**config.mk**
```make
export PLATFORM = sky130hd
export DESIGN_NAME = acq_addr_gen
export DESIGN_NICKNAME = d
export VERILOG_FILES = /design/src/rtl/acqag_pkg.sv /design/src/rtl/acqag_ctrl.sv /design/src/rtl/acqag_position.sv /design/src/rtl/acqag_trig_rec.sv /design/src/rtl/acqag_out_stage.sv /design/src/rtl/acq_addr_gen.sv
export SDC_FILE = /design/constraint.sdc
export NUM_CORES = 1
export LEC_CHECK = 0
export ABC_CLOCK_PERIOD_IN_PS = 5350
export CAP_MARGIN = 20
export CELL_PAD_IN_SITES_DETAIL_PLACEMENT = 0
export CELL_PAD_IN_SITES_GLOBAL_PLACEMENT = 1
export CORE_UTILIZATION = 37
export DETAILED_ROUTE_END_ITERATION = 6
export GPL_TIMING_DRIVEN = 0
export HOLD_SLACK_MARGIN = 0.05
export PLACE_DENSITY_LB_ADDON = 0.1
export SYNTH_ARGS = -nofsm -noshare
export SYNTH_HDL_FRONTEND = slang
export SYNTH_SLANG_ARGS = --single-unit
```
**constraint.sdc**
```tcl
create_clock -name clk -period 5.35 [get_ports clk]
set_clock_uncertainty 0.15 [all_clocks]
set_input_delay 1.07 -clock clk [delete_from_list [all_inputs] [get_ports clk]]
set_output_delay 1.07 -clock clk [all_outputs]
set_load 0.005 [all_outputs]
```
**src/rtl/acqag_pkg.sv**
```systemverilog
package acqag_pkg;

  typedef enum logic {ST_IDLE = 1'b0, ST_RUN = 1'b1} acq_state_e;

  typedef enum logic [1:0] {
    MODE_1CH = 2'd0,
    MODE_2CH = 2'd1,
    MODE_3CH = 2'd2,
    MODE_4CH = 2'd3
  } ch_mode_e;

  // highest channel index in use for a given mode
  function automatic logic [1:0] last_chan(input logic [1:0] mode);
    return mode;
  endfunction

  // next channel in interleave order
  function automatic logic [1:0] next_chan(input logic [1:0] chan, input logic [1:0] mode);
    return (chan == last_chan(mode)) ? 2'd0 : chan + 2'd1;
  endfunction

endpackage

```
**src/rtl/acqag_ctrl.sv**
```systemverilog
module acqag_ctrl
  import acqag_pkg::*;
#(
  parameter int ADDR_W  = 32,
  parameter int PITCH_W = 16
) (
  input  logic               clk,
  input  logic               rst_n,
  input  logic               acq_start,
  input  logic               acq_stop,
  input  logic [1:0]         cfg_mode,
  input  logic [PITCH_W-1:0] cfg_pitch,
  input  logic [ADDR_W-1:0]  cfg_base,
  output logic               busy,
  output logic               start_evt,
  output logic [1:0]         mode_q,
  output logic [PITCH_W-1:0] pitch_q,
  output logic [ADDR_W-1:0]  base_q
);

  acq_state_e state_q;
  logic       stop_evt;

  assign start_evt = (state_q == ST_IDLE) && acq_start;
  assign stop_evt  = (state_q == ST_RUN) && acq_stop;
  assign busy      = (state_q == ST_RUN);

  always_ff @(posedge clk) begin
    if (!rst_n) begin
      state_q <= ST_IDLE;
    end else if (start_evt) begin
      state_q <= ST_RUN;
    end else if (stop_evt) begin
      state_q <= ST_IDLE;
    end
  end

  // configuration follows the inputs only while idle
  always_ff @(posedge clk) begin
    if (!rst_n) begin
      mode_q  <= MODE_1CH;
      pitch_q <= '0;
      base_q  <= '0;
    end else if (state_q == ST_IDLE) begin
      mode_q  <= cfg_mode;
      pitch_q <= cfg_pitch;
      base_q  <= cfg_base;
    end
  end

  AST_START_GOES_BUSY: assert property (@(posedge clk) disable iff (!rst_n)
    start_evt |=> busy);
  AST_STOP_GOES_IDLE: assert property (@(posedge clk) disable iff (!rst_n)
    stop_evt |=> !busy);
  AST_CFG_FROZEN: assert property (@(posedge clk) disable iff (!rst_n)
    (busy && $past(busy)) |-> ($stable(mode_q) && $stable(pitch_q) && $stable(base_q)));

endmodule

```
**src/rtl/acqag_position.sv**
```systemverilog
module acqag_position
  import acqag_pkg::*;
#(
  parameter int PITCH_W = 16,
  parameter int CNT_W   = 32
) (
  input  logic               clk,
  input  logic               rst_n,
  input  logic               busy,
  input  logic               start_evt,
  input  logic               accept,
  input  logic [1:0]         mode_q,
  input  logic [PITCH_W-1:0] pitch_q,
  output logic [1:0]         chan_idx,
  output logic [PITCH_W-1:0] row_off,
  output logic [CNT_W-1:0]   smp_cnt,
  output logic               frame_end,
  output logic               row_wrap
);

  // row after the current one, circular within the pitch
  function automatic logic [PITCH_W-1:0] next_row(input logic [PITCH_W-1:0] row,
                                                  input logic [PITCH_W-1:0] pitch);
    logic [PITCH_W:0] inc;
    inc = {1'b0, row} + {{PITCH_W{1'b0}}, 1'b1};
    if (inc >= {1'b0, pitch}) return '0;
    return inc[PITCH_W-1:0];
  endfunction

  assign frame_end = accept && (chan_idx == last_chan(mode_q));
  assign row_wrap  = frame_end && (next_row(row_off, pitch_q) == '0);

  always_ff @(posedge clk) begin
    if (!rst_n) begin
      chan_idx <= '0;
      row_off  <= '0;
      smp_cnt  <= '0;
    end else if (start_evt) begin
      chan_idx <= '0;
      row_off  <= '0;
      smp_cnt  <= '0;
    end else if (accept) begin
      chan_idx <= next_chan(chan_idx, mode_q);
      smp_cnt  <= smp_cnt + {{(CNT_W-1){1'b0}}, 1'b1};
      if (frame_end) row_off <= next_row(row_off, pitch_q);
    end
  end

  AST_CHAN_IN_RANGE: assert property (@(posedge clk) disable iff (!rst_n)
    busy |-> (chan_idx <= mode_q));
  AST_ROW_IN_PITCH: assert property (@(posedge clk) disable iff (!rst_n)
    busy |-> ((row_off < pitch_q) || (row_off == '0)));
  AST_START_CLEARS: assert property (@(posedge clk) disable iff (!rst_n)
    start_evt |=> (chan_idx == 2'd0 && row_off == '0 && smp_cnt == '0));
  AST_WRAP_TO_ZERO: assert property (@(posedge clk) disable iff (!rst_n)
    row_wrap |=> (row_off == '0 && chan_idx == 2'd0));
  AST_COUNT_STEP: assert property (@(posedge clk) disable iff (!rst_n)
    (accept && !start_evt) |=> (smp_cnt == $past(smp_cnt) + 1));

endmodule

```
**src/rtl/acqag_trig_rec.sv**
```systemverilog
module acqag_trig_rec #(
  parameter int PITCH_W = 16,
  parameter int CNT_W   = 32
) (
  input  logic               clk,
  input  logic               rst_n,
  input  logic               busy,
  input  logic               trig_strobe,
  input  logic               trg_ack,
  input  logic [1:0]         chan_idx,
  input  logic [PITCH_W-1:0] row_off,
  input  logic [CNT_W-1:0]   smp_cnt,
  output logic               trg_valid,
  output logic [1:0]         trg_chan,
  output logic [PITCH_W-1:0] trg_row,
  output logic [CNT_W-1:0]   trg_count
);

  logic trg_capture;

  // the first trigger wins until software acknowledges it
  assign trg_capture = busy && trig_strobe && (!trg_valid || trg_ack);

  always_ff @(posedge clk) begin
    if (!rst_n) begin
      trg_valid <= 1'b0;
      trg_chan  <= '0;
      trg_row   <= '0;
      trg_count <= '0;
    end else if (trg_capture) begin
      trg_valid <= 1'b1;
      trg_chan  <= chan_idx;
      trg_row   <= row_off;
      trg_count <= smp_cnt;
    end else if (trg_ack) begin
      trg_valid <= 1'b0;
    end
  end

  AST_TRG_HOLD: assert property (@(posedge clk) disable iff (!rst_n)
    (trg_valid && !trg_ack) |=> (trg_valid && $stable(trg_row) && $stable(trg_chan) && $stable(trg_count)));
  AST_TRG_IDLE_IGNORED: assert property (@(posedge clk) disable iff (!rst_n)
    (!busy && !trg_valid) |=> !trg_valid);
  AST_TRG_SETS: assert property (@(posedge clk) disable iff (!rst_n)
    (busy && trig_strobe && !trg_valid) |=> (trg_valid && trg_count == $past(smp_cnt)));

endmodule

```
**src/rtl/acqag_out_stage.sv**
```systemverilog
module acqag_out_stage #(
  parameter int ADDR_W = 32,
  parameter int DATA_W = 64
) (
  input  logic              clk,
  input  logic              rst_n,
  input  logic              accept,
  input  logic [ADDR_W-1:0] addr_n,
  input  logic [DATA_W-1:0] data_n,
  input  logic [1:0]        chan_n,
  input  logic              out_ready,
  output logic              can_take,
  output logic              out_valid,
  output logic [ADDR_W-1:0] out_addr,
  output logic [DATA_W-1:0] out_data,
  output logic [1:0]        out_chan
);

  assign can_take = !out_valid || out_ready;

  always_ff @(posedge clk) begin
    if (!rst_n) begin
      out_valid <= 1'b0;
    end else if (accept) begin
      out_valid <= 1'b1;
    end else if (out_ready) begin
      out_valid <= 1'b0;
    end
  end

  always_ff @(posedge clk) begin
    if (!rst_n) begin
      out_addr <= '0;
      out_data <= '0;
      out_chan <= '0;
    end else if (accept) begin
      out_addr <= addr_n;
      out_data <= data_n;
      out_chan <= chan_n;
    end
  end

  AST_STALL_HOLD: assert property (@(posedge clk) disable iff (!rst_n)
    (out_valid && !out_ready) |=> (out_valid && $stable(out_addr) && $stable(out_data) && $stable(out_chan)));
  AST_NO_TAKE_IN_STALL: assert property (@(posedge clk) disable iff (!rst_n)
    (out_valid && !out_ready) |-> !accept);

endmodule

```
**src/rtl/acq_addr_gen.sv**
```systemverilog
module acq_addr_gen
  import acqag_pkg::*;
#(
  parameter int DATA_W  = 64,
  parameter int ADDR_W  = 32,
  parameter int PITCH_W = 16,
  parameter int CNT_W   = 32
) (
  input  logic               clk,
  input  logic               rst_n,
  input  logic [1:0]         cfg_mode,
  input  logic [PITCH_W-1:0] cfg_pitch,
  input  logic [ADDR_W-1:0]  cfg_base,
  input  logic               acq_start,
  input  logic               acq_stop,
  output logic               acq_busy,
  input  logic               in_valid,
  output logic               in_ready,
  input  logic [DATA_W-1:0]  in_data,
  input  logic               trig_strobe,
  output logic               out_valid,
  input  logic               out_ready,
  output logic [ADDR_W-1:0]  out_addr,
  output logic [DATA_W-1:0]  out_data,
  output logic [1:0]         out_chan,
  output logic               trg_valid,
  input  logic               trg_ack,
  output logic [1:0]         trg_chan,
  output logic [PITCH_W-1:0] trg_row,
  output logic [CNT_W-1:0]   trg_count
);

  // region start of a channel plus its row offset
  function automatic logic [ADDR_W-1:0] region_addr(input logic [ADDR_W-1:0]  base,
                                                    input logic [1:0]         chan,
                                                    input logic [PITCH_W-1:0] pitch,
                                                    input logic [PITCH_W-1:0] row);
    return base + ADDR_W'(chan) * ADDR_W'(pitch) + ADDR_W'(row);
  endfunction

  logic               busy;
  logic               start_evt;
  logic [1:0]         mode_q;
  logic [PITCH_W-1:0] pitch_q;
  logic [ADDR_W-1:0]  base_q;
  logic [1:0]         chan_idx;
  logic [PITCH_W-1:0] row_off;
  logic [CNT_W-1:0]   smp_cnt;
  logic               frame_end;
  logic               row_wrap;
  logic               can_take;
  logic               accept;
  logic [ADDR_W-1:0]  addr_n;

  assign acq_busy = busy;
  assign in_ready = busy && can_take;
  assign accept   = in_valid && in_ready;
  assign addr_n   = region_addr(base_q, chan_idx, pitch_q, row_off);

  acqag_ctrl #(.ADDR_W(ADDR_W), .PITCH_W(PITCH_W)) ctrl_i (
    .clk(clk), .rst_n(rst_n), .acq_start(acq_start), .acq_stop(acq_stop),
    .cfg_mode(cfg_mode), .cfg_pitch(cfg_pitch), .cfg_base(cfg_base),
    .busy(busy), .start_evt(start_evt), .mode_q(mode_q), .pitch_q(pitch_q), .base_q(base_q)
  );

  acqag_position #(.PITCH_W(PITCH_W), .CNT_W(CNT_W)) pos_i (
    .clk(clk), .rst_n(rst_n), .busy(busy), .start_evt(start_evt), .accept(accept),
    .mode_q(mode_q), .pitch_q(pitch_q), .chan_idx(chan_idx), .row_off(row_off),
    .smp_cnt(smp_cnt), .frame_end(frame_end), .row_wrap(row_wrap)
  );

  acqag_trig_rec #(.PITCH_W(PITCH_W), .CNT_W(CNT_W)) trg_i (
    .clk(clk), .rst_n(rst_n), .busy(busy), .trig_strobe(trig_strobe), .trg_ack(trg_ack),
    .chan_idx(chan_idx), .row_off(row_off), .smp_cnt(smp_cnt),
    .trg_valid(trg_valid), .trg_chan(trg_chan), .trg_row(trg_row), .trg_count(trg_count)
  );

  acqag_out_stage #(.ADDR_W(ADDR_W), .DATA_W(DATA_W)) out_i (
    .clk(clk), .rst_n(rst_n), .accept(accept), .addr_n(addr_n), .data_n(in_data),
    .chan_n(chan_idx), .out_ready(out_ready), .can_take(can_take), .out_valid(out_valid),
    .out_addr(out_addr), .out_data(out_data), .out_chan(out_chan)
  );

  AST_LATENCY: assert property (@(posedge clk) disable iff (!rst_n)
    accept |=> (out_valid && out_data == $past(in_data)));
  AST_IDLE_NO_TAKE: assert property (@(posedge clk) disable iff (!rst_n)
    (!acq_busy && in_valid) |-> !accept);
  AST_ADDR_IN_REGION: assert property (@(posedge clk) disable iff (!rst_n)
    accept |=> (out_addr >= base_q));

endmodule

```
==> results of run 1 <==
cell type report:
cell class | instances | area share [%]
Sequential cell | 251 | 30.9
Inverter | 100 | 2.31
Tap cell | 435 | 3.35
Multi-Input combinational cell | 1026 | 39.1
Timing Repair Buffer | 273 | 16.8
Clock buffer | 42 | 5.13
Antenna cell | 2 | 0.0308
Buffer | 79 | 1.92
Clock inverter | 12 | 0.531
critical path, cell delays in order, from the launching register on:
cell and delay, ps:
dfxtp_1 340, clkbuf_1 510, clkbuf_1 370, nand2_1 150, fa_1 550, fa_1 420, inv_1 70, ha_1 160
inv_1 60, fa_1 380, and2b_2 260, o2111ai_2 160, a21oi_2 290, o2111ai_4 200, a211oi_4 430, nand3b_1 130
a311oi_1 300
logic make-up after synthesis:
logic type	Yosys count
AOI/OAI and AO/OA	274
xor gates and xnor gates	57
adders and majority gates	72
buffers and inverters	179
DFF	251
muxes	51
and+or+nand+nor	572
path summary, 6_finish.rpt:
path,from,end,slack [ps]
max,pos_i.chan_idx[1],out_i.out_addr[25],320
min,out_i.out_data[18],out_i.out_data[18],300
max reg2reg,pos_i.chan_idx[1],out_i.out_addr[25],320
min reg2reg,out_i.out_data[18],out_i.out_data[18],300
power groups by stage:
stage                     clock network [mW]  registers [mW]  logic, mW
after detailed placement                   0            2.02      0.480
after CTS                               1.96            1.98      0.483
final                                   1.91            1.98      0.475
after global placement                     0            2.02      0.477
after floorplan                            0            2.01      0.234
after global routing                    2.04            1.98      0.528
stage by stage:
step / util (%) / hold slack [ps] / total power [mW] / cells
6_report: 51.2 / 301 / 4.36 / 2220
3_3_place_gp: 48.3 / 291 / 2.50 / 2164
5_1_grt: 51.1 / 323 / 4.55 / 2218
4_1_cts: 51.1 / 304 / 4.42 / 2218
2_1_floorplan: - / 294 / 2.24 / 1456
3_5_place_dp: 48.3 / 296 / 2.50 / 2164
routing by layer:
| metal | GRT usage, % | vias up |
|---|---|---|
| met3 | 3.69 | 48 |
| met1 | 28.4 | 4968 |
| met5 | 0 | - |
| met4 | 5.21 | 2 |
| met2 | 36.9 | 219 |
| li1 | - | 5443 |
state kept, by name (all words and copies together), names as in the netlist:
register / cells
ctrl_i.mode_q: 2
pos_i.smp_cnt: 32
ctrl_i.base_q: 32
pos_i.row_off: 16
out_i.out_data: 64
trg_i.trg_valid: 1
out_i.out_addr: 32
ctrl_i.busy: 1
trg_i.trg_row: 16
ctrl_i.pitch_q: 16
pos_i.chan_idx: 2
trg_i.trg_count: 32
out_i.out_chan: 2
trg_i.trg_chan: 2
out_i.out_valid: 1
cells in the final DEF, fill, tap and decap left out, types with 33 or more instances in the layout:
| cell | count |
|---|---|
| and2_1 | 35 |
| nand3_1 | 43 |
| mux2i_1 | 51 |
| a21oi_1 | 180 |
| clkdlybuf4s50_1 | 273 |
| clkbuf_1 | 70 |
| o21ai_0 | 33 |
| dfxtp_1 | 251 |
| ha_1 | 41 |
| nor2_1 | 107 |
| nand2_1 | 294 |
| xnor2_1 | 33 |
| inv_1 | 99 |
==> metrics, run 1 <==
vias in the first global route=10,200; placed cell area=roughly 15,000 µm²; clock slew at reported path FFs=roughly 60 ps; largest net degree at the start of global routing=15; CTS Buf Count=29; leakage=about 6.1 nW; Met1 Routed Length=around 17,000 µm; TritonCTS clock tree=done; CP Capture Type=register; Flop pwr share=between 40% and 50%; via count=10,700; initial antenna violation count=4; final hold vios=0; Post-synth top cells=nand2_1, dfxtp_1, a21oi_1; critical path class=reg -> reg; Multi-input gate area=~6400 µm²; Final WS setup=about 320 ps; Die Area=between 30,000 and 40,000 µm²; logic gate share of total power=10.9%; clock tree sinks=between 200 and 300; reg2reg path depth=16; post-synthesis cell count=about 1,500; Least-Margin Pin Slew=roughly 970 ps; Synth warnings=0; Starting Density=37.9%; postcts setup bufs=0; largest family of logic cells by synthesized area=simple AND/OR/NAND/NOR gates; Tcrit/Tclk final=94.1%; most frequent cell after synthesis=nand2_1; outcome=complete, no violations; Worst EP arrival=5330 ps; power share of the clock group=a little over two fifths; 1st-iter DRT viols=about 420; remaining antenna violation count after routing=0; CP Launch Type=register; Worst EP required=roughly 5700 ps; drc violations=0; Seq cells post-synth=around 250; drt pass-1 iters=4; Chip Height=between 150 and 200 µm; nets=1,954; pre-CTS setup slack=about 370 ps; register area=5020 µm²; simple-gate share of the synthesized area=between 20 and 25%; P&R area growth vs syn=34.8%; # port buffers=between 200 and 300; synth top area cells=dfxtp_1, nand2_1, a21oi_1, fa_1, ha_1; Final min period=just over 5000 ps; Max Slew Vio Count=0; Compound-Gate Fraction of Synth Area=roughly an eighth; Worst VDD drop=268 µV; fmax=between 0.15 and 0.2 GHz; endpoints failing setup=0; first-pass GRT wire length=57,100 µm; area leader, netlist=dfxtp_1; gpl congestion=roughly 0.86; Avg Synthesized Cell Area=between 8 and 9 µm²; Relative slew margins=35.2%; Synth async-reset ratio=0%; area share of fa/ha/maj cells after synthesis=9.39%; Synth Area in XOR/XNOR=between 4 and 5%; wire length on met3=around 1600 µm; Synth top area share=between 40% and 50%; sw power=between 1 and 1.5 mW; setup_tns=0 ps; most used flip-flop cell after synthesis=dfxtp_1; Vias per Instance=4.81; Routed WL=36,500 µm; Final Cell Area=approximately 16,000 µm²; Die X-Extent=between 150 and 200 µm; grt total ovfl=0; fraction of layout cells with a size suffix above 1=approximately 4.3%; power per cell area=~270 nW/µm²; Max Cap Viol=0; WL per Instance=approximately 16 µm; Clock Latency Late Sink=550 ps; DP HPWL=approximately 28,000 µm; post-CTS resize count=0; CTS max path bufs=3; gr usage total=a little over a fifth; top sig layer=met5; Root Driver=clkbuf_16; I/O pins=between 200 and 300; Layout fillers=3,121; met2 wire length=about 17,000 µm; Sw Share=between 20 and 30%; sequential share of the synthesized area=41.6%; syn nets=roughly 1,700; worst hold stages=2; RSZ-0062 raised after global routing=no; path type of the worst min-delay path=reg -> reg; # hold bufs at CTS=0; Mapped Area=~12,000 µm²; standard-cell row count=65; peak fanout along the critical path=10; Int Power=about 3.2 mW; H-tree levels=1; core area=31,800 µm²; unique cell type count in the Yosys netlist=70; mux cell area share after synthesis=around 4.2%; Post-synth EDFFs=0
(Power assumes the default switching activity.)
==> inputs of run 2 (changes only) <==
CAP_MARGIN = not set   (was 20)
SKIP_LAST_GASP = 1   (was not set)
==> results of run 2 <==
No change in the layout: final DEF, timing and power equal those of run 1.
==> inputs of run 3 (changes only) <==
CORE_UTILIZATION = 41   (was 37)
CTS_BUF_LIST = sky130_fd_sc_hd__clkbuf_8   (was not set)
PLACE_DENSITY = 0.92   (was not set)
PLACE_DENSITY_LB_ADDON = not set   (was 0.1)
SYNTH_HIERARCHICAL = 1   (was not set)
==> run 3 against run 2 <==
Net effect:
- first-iteration DRC count grew 27%
- combinational power increased by 9.9%
- area after synthesis is 9.5% higher
- sequential cell count did not move
- critical path depth is the same
- die area fell by 1.2%
- critical path type unchanged
- critical endpoint is now out_i/out_addr[27]
==> metrics, run 3 <==
outcome=complete, no violations; met3 Track Usage GR=around 3.6%; WL per Instance=16.3 µm; via count=10,600; TritonCTS clock tree=done; gpl congestion=approximately 0.87; endpoints failing setup=0; nets=about 1,900; gr busiest metal=met2; largest net degree at the start of global routing=13; Starting Density=between 40% and 50%; Relative slew margins=58.2%; M2 GR Usage=35.3%; P&R area growth vs syn=31.8%; Root Driver=clkbuf_8; vias in the first global route=between 10,000 and 15,000; 1st-iter DRT viols=between 500 and 600; Reg with most FFs=out_i/out_data; crit path launch=pos_i/chan_idx[0]; Die Area=around 33,000 µm²; DP HPWL=roughly 27,000 µm; Worst VDD drop=~130 µV; commonest non-fill, non-tap cells in the layout=clkdlybuf4s50_1, dfxtp_1, mux2i_1, nor2b_1, nand2_1; hold path startpoint=trg_i/trg_count[30]; total chip power=about 4.4 mW; Worst path max stage delay=between 700 and 800 ps; first-pass GRT wire length=approximately 55,000 µm; I/O pins=about 270; r2r startpoint=pos_i/chan_idx[0]; path type of the worst min-delay path=reg -> reg; syn nets=around 1,600; grt total ovfl=0; Avg Synthesized Cell Area=9.61 µm²; remaining antenna violation count after routing=0; post-synthesis cell count=between 1,000 and 1,500; CTS max path bufs=3; Mapped Area=~13,000 µm²; fraction of layout cells with a size suffix above 1=8.56%; drc violations=0; post-CTS resize count=0; critical path class=reg -> reg; initial antenna violation count=1; Worst EP arrival=5080 ps; peak fanout along the critical path=12; commonest non-fill, non-tap cell in the layout=clkdlybuf4s50_1; max reg flops=64; Max Cap Viol=0; Buf/Inv on CP=3; Worst path slowest cell=dfxtp_1; CTS Buf Count=44; clock tree sinks=roughly 250; worst hold stages=2; Worst EP required=around 5600 ps; Synth warnings=6; drt pass-1 iters=5; CP Launch Type=register; Vias per Instance=between 4 and 5; gr usage total=between 20% and 30%; Chip Height=~180 µm; Die X-Extent=around 180 µm; # hold bufs at CTS=0; clock slew at reported path FFs=60 ps; GRT met1 Usage=between 20% and 30%; CP cell instances=clkbuf_1 > nand2_1 > fa_1 > fa_1 > inv_1 > ha_1 > inv_1 > fa_1 > nand2b_1 > a21oi_1 > o2111ai_1 > a21oi_4 > o2111ai_1 > xnor2_1 > mux2i_1 > nor2b_1; H-tree levels=2; leakage=approximately 6.7 nW; Crit path max-delay family=adder cells; Least-Margin Pin Slew=roughly 630 ps; power per cell area=approximately 250 nW/µm²; CP Capture Type=register; most used cell, CP=fa_1; r2r endpoint=out_i/out_addr[27]; fmax=0.209 GHz; core area=31,600 µm²; Routed WL=34,700 µm; RSZ-0062 raised after global routing=no; Hold Crit Endpoint=trg_i/trg_count[30]; standard-cell row count=65; Max Slew Vio Count=0; Clock Latency Late Sink=about 550 ps; Tcrit/Tclk final=89.4%; setup_tns=0 ps; setup slack, reg-to-reg=570 ps; Final min period=between 4000 and 5000 ps; postcts setup bufs=0; # port buffers=about 270; reg2reg path depth=16; final hold vios=0
==> run 3: through the flow <==
stage / cells / setup WS, ps / hold WS (ps) / area (µm²) / util [%]
2_1_floorplan: 1375 / 1560 / 298 / 13200 / -
3_3_place_gp: 2050 / 752 / 293 / 16400 / 52.0
3_5_place_dp: 2050 / 639 / 299 / 16400 / 52.0
4_1_cts: 2131 / 589 / 308 / 17400 / 55.0
5_1_grt: 2132 / 346 / 324 / 17400 / 55.0
6_report: 2132 / 568 / 307 / 17400 / 55.0
==> run 3: power breakdown <==
group	internal [mW]	switching [mW]	total, mW
Clock	1.08	0.799	1.88
Sequential	1.93	0.0478	1.97
Combinational	0.293	0.229	0.522
==> run 3: per-layer routing <==
| layer | up-vias | part of all wire (%) | routed length [µm] |
|---|---|---|---|
| li1 | 5216 | - | - |
| met4 | 0 | 2.1 | 739 |
| met5 | - | 0 | 0 |
| met1 | 4978 | 46 | 16000 |
| met2 | 305 | 47 | 16200 |
| met3 | 58 | 5.0 | 1750 |
==> run 3: worst max path at each step <==
stage	slack [ps]	cells past startpoint	to
floorplan	1560	16	out_i/out_addr[27]
global placement	750	16	out_i/out_addr[27]
detailed placement	640	16	out_i/out_addr[27]
CTS	590	16	out_i/out_addr[27]
global route	350	16	out_i/out_addr[31]
finish	570	16	out_i/out_addr[27]
==> run 3: worst register-to-register path: stages (launching register included) <==
cell and delay (ps):
dfxtp_1 720, clkbuf_1 470, nand2_1 140, fa_1 540, fa_1 420, inv_1 70
ha_1 170, inv_1 60, fa_1 390, nand2b_1 180, a21oi_1 280, o2111ai_1 270
a21oi_4 280, o2111ai_1 180, xnor2_1 170, mux2i_1 140, nor2b_1 60
==> run 3: layout make-up <==
type / count / area (µm²)
Antenna cell: 1 / 2.50
Inverter: 88 / 330
Multi-Input combinational cell: 955 / 7230
Clock inverter: 22 / 145
Buffer: 81 / 624
Sequential cell: 251 / 5020
Clock buffer: 59 / 812
Tap cell: 402 / 503
Fill cell: 2862 / 14200
Timing Repair Buffer: 273 / 2730
